## src/rtl/regbank_pkg.sv

```systemverilog
package regbank_pkg;
    typedef enum logic {
        BANK_PRI = 1'b0,
        BANK_ALT = 1'b1
    } bank_e;
endpackage

```

## src/rtl/rf_bank_ctrl.sv

```systemverilog
module rf_bank_ctrl
    import regbank_pkg::*;
(
    input  logic  clk,
    input  logic  rst_n,
    input  logic  xchg,
    output bank_e bank_q
);
    bank_e bank_d;

    always_comb begin
        bank_d = bank_q;
        if (xchg) begin
            bank_d = (bank_q == BANK_PRI) ? BANK_ALT : BANK_PRI;
        end
    end

    always_ff @(posedge clk or negedge rst_n) begin
        if (!rst_n) bank_q <= BANK_PRI;
        else        bank_q <= bank_d;
    end

    a_r5_flip_on_xchg: assert property (@(posedge clk) disable iff (!rst_n)
        xchg |=> (bank_q != $past(bank_q)));

    a_r9_hold_without_xchg: assert property (@(posedge clk) disable iff (!rst_n)
        !xchg |=> $stable(bank_q));
endmodule

```

## src/rtl/rf_store.sv

```systemverilog
module rf_store
    import regbank_pkg::*;
#(
    parameter int NREG    = 16,
    parameter int XLEN    = 16,
    parameter int BANK_LO = 4,
    parameter int BANK_HI = 11,
    localparam int AW      = $clog2(NREG),
    localparam int NBANKED = BANK_HI - BANK_LO + 1,
    localparam int BW      = $clog2(NBANKED)
) (
    input  logic                           clk,
    input  logic                           rst_n,
    input  bank_e                          bank,
    input  logic                           we,
    input  logic [AW-1:0]                  waddr,
    input  logic [XLEN-1:0]                wdata,
    output logic [NREG-1:0][XLEN-1:0]      prim_q,
    output logic [NBANKED-1:0][XLEN-1:0]   alt_q
);
    typedef struct packed {
        logic [NREG-1:0][XLEN-1:0]    prim;
        logic [NBANKED-1:0][XLEN-1:0] alt;
    } store_t;

    store_t st_d, st_q;

    function automatic logic in_bank(input logic [AW-1:0] a);
        return (a >= AW'(BANK_LO)) && (a <= AW'(BANK_HI));
    endfunction

    function automatic logic [BW-1:0] alt_idx(input logic [AW-1:0] a);
        return BW'(a - AW'(BANK_LO));
    endfunction

    always_comb begin
        st_d = st_q;
        if (we && (waddr != '0)) begin
            if ((bank == BANK_ALT) && in_bank(waddr)) begin
                st_d.alt[alt_idx(waddr)] = wdata;
            end else begin
                st_d.prim[waddr] = wdata;
            end
        end
    end

    always_ff @(posedge clk or negedge rst_n) begin
        if (!rst_n) st_q <= '0;
        else        st_q <= st_d;
    end

    assign prim_q = st_q.prim;
    assign alt_q  = st_q.alt;

    a_r2_zero_slot_clear: assert property (@(posedge clk) disable iff (!rst_n)
        prim_q[0] == '0);

    for (genvar i = 1; i < NREG; i++) begin : g_chk
        if (i >= BANK_LO && i <= BANK_HI) begin : g_banked
            a_r4_alt_write_spares_primary: assert property (@(posedge clk) disable iff (!rst_n)
                (we && bank == BANK_ALT && waddr == AW'(i)) |=> $stable(prim_q[i]));
            a_r4_pri_write_spares_alt: assert property (@(posedge clk) disable iff (!rst_n)
                (we && bank == BANK_PRI && waddr == AW'(i)) |=> $stable(alt_q[i-BANK_LO]));
        end else begin : g_shared
            a_r6_shared_only_by_write: assert property (@(posedge clk) disable iff (!rst_n)
                !(we && waddr == AW'(i)) |=> $stable(prim_q[i]));
        end
    end
endmodule

```

## src/rtl/rf_read_port.sv

```systemverilog
module rf_read_port
    import regbank_pkg::*;
#(
    parameter int NREG    = 16,
    parameter int XLEN    = 16,
    parameter int BANK_LO = 4,
    parameter int BANK_HI = 11,
    localparam int AW      = $clog2(NREG),
    localparam int NBANKED = BANK_HI - BANK_LO + 1,
    localparam int BW      = $clog2(NBANKED)
) (
    input  logic [AW-1:0]                  addr,
    input  bank_e                          bank,
    input  logic [NREG-1:0][XLEN-1:0]      prim,
    input  logic [NBANKED-1:0][XLEN-1:0]   alt,
    output logic [XLEN-1:0]                data
);
    logic banked;

    assign banked = (addr >= AW'(BANK_LO)) && (addr <= AW'(BANK_HI));

    always_comb begin
        if (addr == '0) begin
            data = '0;
        end else if (banked && (bank == BANK_ALT)) begin
            data = alt[BW'(addr - AW'(BANK_LO))];
        end else begin
            data = prim[addr];
        end
    end
endmodule

```

## src/rtl/shadow_regfile.sv

```systemverilog
module shadow_regfile
    import regbank_pkg::*;
#(
    parameter int NREG    = 16,
    parameter int XLEN    = 16,
    parameter int BANK_LO = 4,
    parameter int BANK_HI = 11,
    localparam int AW      = $clog2(NREG),
    localparam int NBANKED = BANK_HI - BANK_LO + 1
) (
    input  logic            clk,
    input  logic            rst_n,
    input  logic [AW-1:0]   rs1_addr,
    output logic [XLEN-1:0] rs1_data,
    input  logic [AW-1:0]   rs2_addr,
    output logic [XLEN-1:0] rs2_data,
    input  logic            wr_en,
    input  logic [AW-1:0]   wr_addr,
    input  logic [XLEN-1:0] wr_data,
    input  logic            xchg,
    output logic            bank_sel
);
    bank_e                          bank_q;
    logic [NREG-1:0][XLEN-1:0]      prim_q;
    logic [NBANKED-1:0][XLEN-1:0]   alt_q;
    logic [1:0][AW-1:0]             rd_addr;
    logic [1:0][XLEN-1:0]           rd_data;

    rf_bank_ctrl u_bank (
        .clk    (clk),
        .rst_n  (rst_n),
        .xchg   (xchg),
        .bank_q (bank_q)
    );

    rf_store #(
        .NREG(NREG), .XLEN(XLEN), .BANK_LO(BANK_LO), .BANK_HI(BANK_HI)
    ) u_store (
        .clk    (clk),
        .rst_n  (rst_n),
        .bank   (bank_q),
        .we     (wr_en),
        .waddr  (wr_addr),
        .wdata  (wr_data),
        .prim_q (prim_q),
        .alt_q  (alt_q)
    );

    assign rd_addr[0] = rs1_addr;
    assign rd_addr[1] = rs2_addr;

    for (genvar p = 0; p < 2; p++) begin : g_rport
        rf_read_port #(
            .NREG(NREG), .XLEN(XLEN), .BANK_LO(BANK_LO), .BANK_HI(BANK_HI)
        ) u_rp (
            .addr (rd_addr[p]),
            .bank (bank_q),
            .prim (prim_q),
            .alt  (alt_q),
            .data (rd_data[p])
        );
    end

    assign rs1_data = rd_data[0];
    assign rs2_data = rd_data[1];
    assign bank_sel = (bank_q == BANK_ALT);

    a_r7_write_uses_prior_bank: assert property (@(posedge clk) disable iff (!rst_n)
        (wr_en && xchg && wr_addr == AW'(BANK_LO) && !bank_sel) |=>
            (alt_q[0] == $past(alt_q[0])));
endmodule

```

## config.mk

```make
export PLATFORM = sky130hd
export DESIGN_NAME = shadow_regfile
export DESIGN_NICKNAME = d
export VERILOG_FILES = /design/src/rtl/regbank_pkg.sv /design/src/rtl/rf_bank_ctrl.sv /design/src/rtl/rf_store.sv /design/src/rtl/rf_read_port.sv /design/src/rtl/shadow_regfile.sv
export SDC_FILE = /design/constraint.sdc
export NUM_CORES = 1
export LEC_CHECK = 0
export ABC_AREA = 0
export BUFFER_PORTS_ARGS = -buffer_cell sky130_fd_sc_hd__buf_2
export CAP_MARGIN = 20
export CORE_UTILIZATION = 65
export DETAILED_ROUTE_END_ITERATION = 8
export HOLD_SLACK_MARGIN = 0.1
export PLACE_DENSITY = 0.83
export RECOVER_POWER = 25
export SYNTH_ARGS = -nofsm -noshare
export SYNTH_HDL_FRONTEND = slang
export SYNTH_HIERARCHICAL = 1
export SYNTH_SLANG_ARGS = --single-unit
```

## constraint.sdc

```tcl
create_clock -name clk -period 4.8 [get_ports clk]
set_input_delay 0.48 -clock clk [delete_from_list [all_inputs] [get_ports clk]]
set_output_delay 0.48 -clock clk [all_outputs]
set_load 0.03 [all_outputs]
```

==> flow_summary.json <==
{
  "status": "complete, but fails checks",
  "violations": "capacitance limit, slew limit",
  "p_sw_mw": 3.728,
  "dr.pass1.iters": 5,
  "synth_cell_type_count": 42,
  "cp-startpoint": "u_bank/bank_q$_DFFE_PN0P_",
  "clk_pin_slew_ns": 0.06,
  "r2r_end": "u_store/prim_q[137]$_DFFE_PN0P_",
  "ys.flop_type": "dfrtp_1",
  "crit_end": "rs2_data[12]",
  "worstSetupPathType": "flop to output port",
  "synth-compound-area-share_pct": 4.900,
  "grt_pass1_wl_um": 85680,
  "clockPowerShare_pct": 27.8,
  "worstPathCellList": "nand2_1 -> nand2_1 -> o311ai_1 -> buf_2",
  "grt_pass1_vias": 14024,
  "pwr_density_cell_nw_per_um2": 543.5,
  "yosys_register_bits": 385,
  "critPathSlowestCell": "o311ai_1",
  "die_area_um2": 32660,
  "grt_usage_pct": 35.60,
  "syn_area_um2": 20760,
  "yosysWarnings": 6,
  "yosys-top-cells-area": "dfrtp_1 46%, mux2_2 19%, mux4_2 19%, a22oi_1 2.9%, mux4_1 1.8%",
  "synth_fp_nets": 1347,
  "cts_resized": 0,
  "cp_common_cell": "nand2_1",
  "dp_hpwl_um": 33240,
  "wl_per_cell_um": 31.59,
  "rsz0062_at_grt": "false",
  "gp_congestion": 0.8102,
  "fin_setup_tns_ns": 0,
  "layout_common_cells": "385 x dfrtp_1, 352 x mux2_2, 174 x mux4_2",
  "synthMuxAreaShare_pct": 41.48,
  "synth-xor-area-share_pct": 0.04219,
  "ys_seq_area_share_pct": 46.41,
  "tightest_slew_ns": 2.932,
  "dpl_worst_slack_ns": 1.317,
  "finalClockSkew_ns": 0.007319,
  "worst_ep_arrival_time_ns": 3.29,
  "min_path_type": "input port to flop",
  "timing.rr.start": "u_bank/bank_q$_DFFE_PN0P_",
  "fin_crit_sh_pct": 78.55,
  "ir_drop_mv": 0.2868,
  "synthAdderAreaFrac_pct": 0.3616,
  "drc": 0,
  "required_ns": 4.32,
  "grt_max_degree": 112,
  "reg2regPathDepth": 3,
  "port_buffers": 64,
  "yosysTopAreaCell": "dfrtp_1",
  "wl_um": 55640,
  "p_sw_share_pct": 30.17,
  "routed_via_density": 7.368,
  "cts_sinks": 385,
  "rows": 65,
  "nNetsFinal": 1361,
  "core_area_um2": 31470,
  "async_flop_share_pct": 100.0,
  "layout_commonest_cell": "dfrtp_1",
  "fp.dieW_um": 180.7,
  "vias": 12975,
  "start_kind": "flop",
  "netlist.area_leader.share_pct": 46.41,
  "area.growth.synth_to_final_pct": 9.493,
  "stdcell_area_um2": 22730,
  "p_leak_nw": 9.710,
  "max_slew_margin_pct": -95.50,
  "synthCells": 1309,
  "initial_core_util_pct": 65.96,
  "p_seq_share_pct": 42.9,
  "cts_max_path_buffers": 3,
  "hold_violations": 0,
  "p_int_mw": 8.627,
  "antenna_left": 0,
  "reg2reg_slack_ns": 2.07,
  "cp_max_fo": 16,
  "finalSetupViolCount": 0,
  "ios": 65,
  "synthSimpleGateAreaFrac_pct": 2.646,
  "fin_util_pct": 72.22,
  "drv_slew": 110,
  "tritoncts": "yes",
  "end_kind": "output port",
  "ctsRootBufferMaster": "clkbuf_16",
  "synth_top_family_by_area": "multiplexers",
  "fmax_mhz": 265.2,
  "drive_gt1_share_pct": 56.96,
  "overflow": 0,
  "synth-edff-count": 0,
  "cts_max_level": 2,
  "cts_buffers": 43,
  "worst_slack_ns": 1.030,
  "die_h_um": 180.7,
  "dr.first_iter.drc_count": 1246,
  "min_period_ns": 3.770,
  "place_area_um2": 21230,
  "max_stage_delay_ns": 0.95,
  "antenna_found_initial": 4,
  "clk_latency_ns": 0.53,
  "synth_area_per_cell_um2": 15.86,
  "combPwrFrac_pct": 29.3,
  "cap_viol_max_count": 1
}
stage by stage:
stage	cells	hold slack (ns)	total power, mW
floorplan	1309	0.1844	7.841
global placement	1679	0.3770	8.611
detailed placement	1679	0.3820	8.872
CTS	1759	0.1131	12.34
global route	1759	0.1279	12.87
finish	1761	0.1213	12.36
routing by layer:
metal,routed length [um],track usage [%],vias up
met4,2929,17.68,4
met3,5566,10.26,218
li1,-,-,5198
met2,26440,55.43,658
met5,29,0,-
met1,20680,46.33,6897
repair_timing:
item | CTS | global route
hold endpoints to repair | 70 | 0
setup buffers | 0 | 0
hold buffers | 1 | 0
worst max-delay path, delay by kind of cell, from the launching register on:
family                 cells  cell delay [ns]
AOI/OAI and AO/OA          1             0.95
and+or+nand+nor            2             0.87
DFF                        1             0.61
buffers and inverters      1             0.33
cell families after synthesis:
logic type,Yosys count
compound gates,128
xor+xnor,1
fa+ha+maj,6
buf+inv,148
flops,385
mux,566
simple gates,75
power groups by stage:
stage                     Combinational [mW]  Clock (mW)  Sequential, mW
after floorplan                         2.84           0            5.00
after global placement                  3.44           0            5.17
after detailed placement                3.57           0            5.31
after CTS                               3.60        3.46            5.28
after global routing                    3.80        3.60            5.46
final                                   3.62        3.44            5.30
synth_stat cells (12+ instances only):
cell type	count
mux4_2	174
clkbuf_1	59
a22oi_1	80
buf_4	23
mux2_2	352
mux2_4	20
o211ai_1	30
nor2_1	16
buf_6	12
dfrtp_1	385
mux4_1	14
buf_2	41
worst min path at each step:
stage	start	end	slack [ns]	cells past startpoint
4_1_cts	xchg	u_bank/bank_q$_DFFE_PN0P_	0.11	2
6_report	xchg	u_bank/bank_q$_DFFE_PN0P_	0.12	2
5_1_grt	xchg	u_bank/bank_q$_DFFE_PN0P_	0.13	2
3_3_place_gp	u_store/prim_q[0]$_DFFE_PN0P_	u_store/prim_q[0]$_DFFE_PN0P_	0.38	0
3_5_place_dp	u_store/prim_q[9]$_DFFE_PN0P_	u_store/prim_q[9]$_DFFE_PN0P_	0.38	0
2_1_floorplan	rst_n	u_bank/bank_q$_DFFE_PN0P_	0.18	0
final cells by class:
cell class | instances | area, um2
Fill cell | 1932 | 8743
Clock buffer | 61 | 1276
Tap cell | 402 | 503.0
Sequential cell | 385 | 9634
Antenna cell | 2 | 5.005
Multi-Input combinational cell | 776 | 10320
Inverter | 6 | 22.52
Clock inverter | 18 | 222.7
Timing Repair Buffer | 111 | 748.2
state kept, by name (all words and copies together) (netlist names):
signal,flops
u_bank/bank_q,1
u_store/alt_q,128
u_store/prim_q,256
Power figures use the tool's default switching activity.
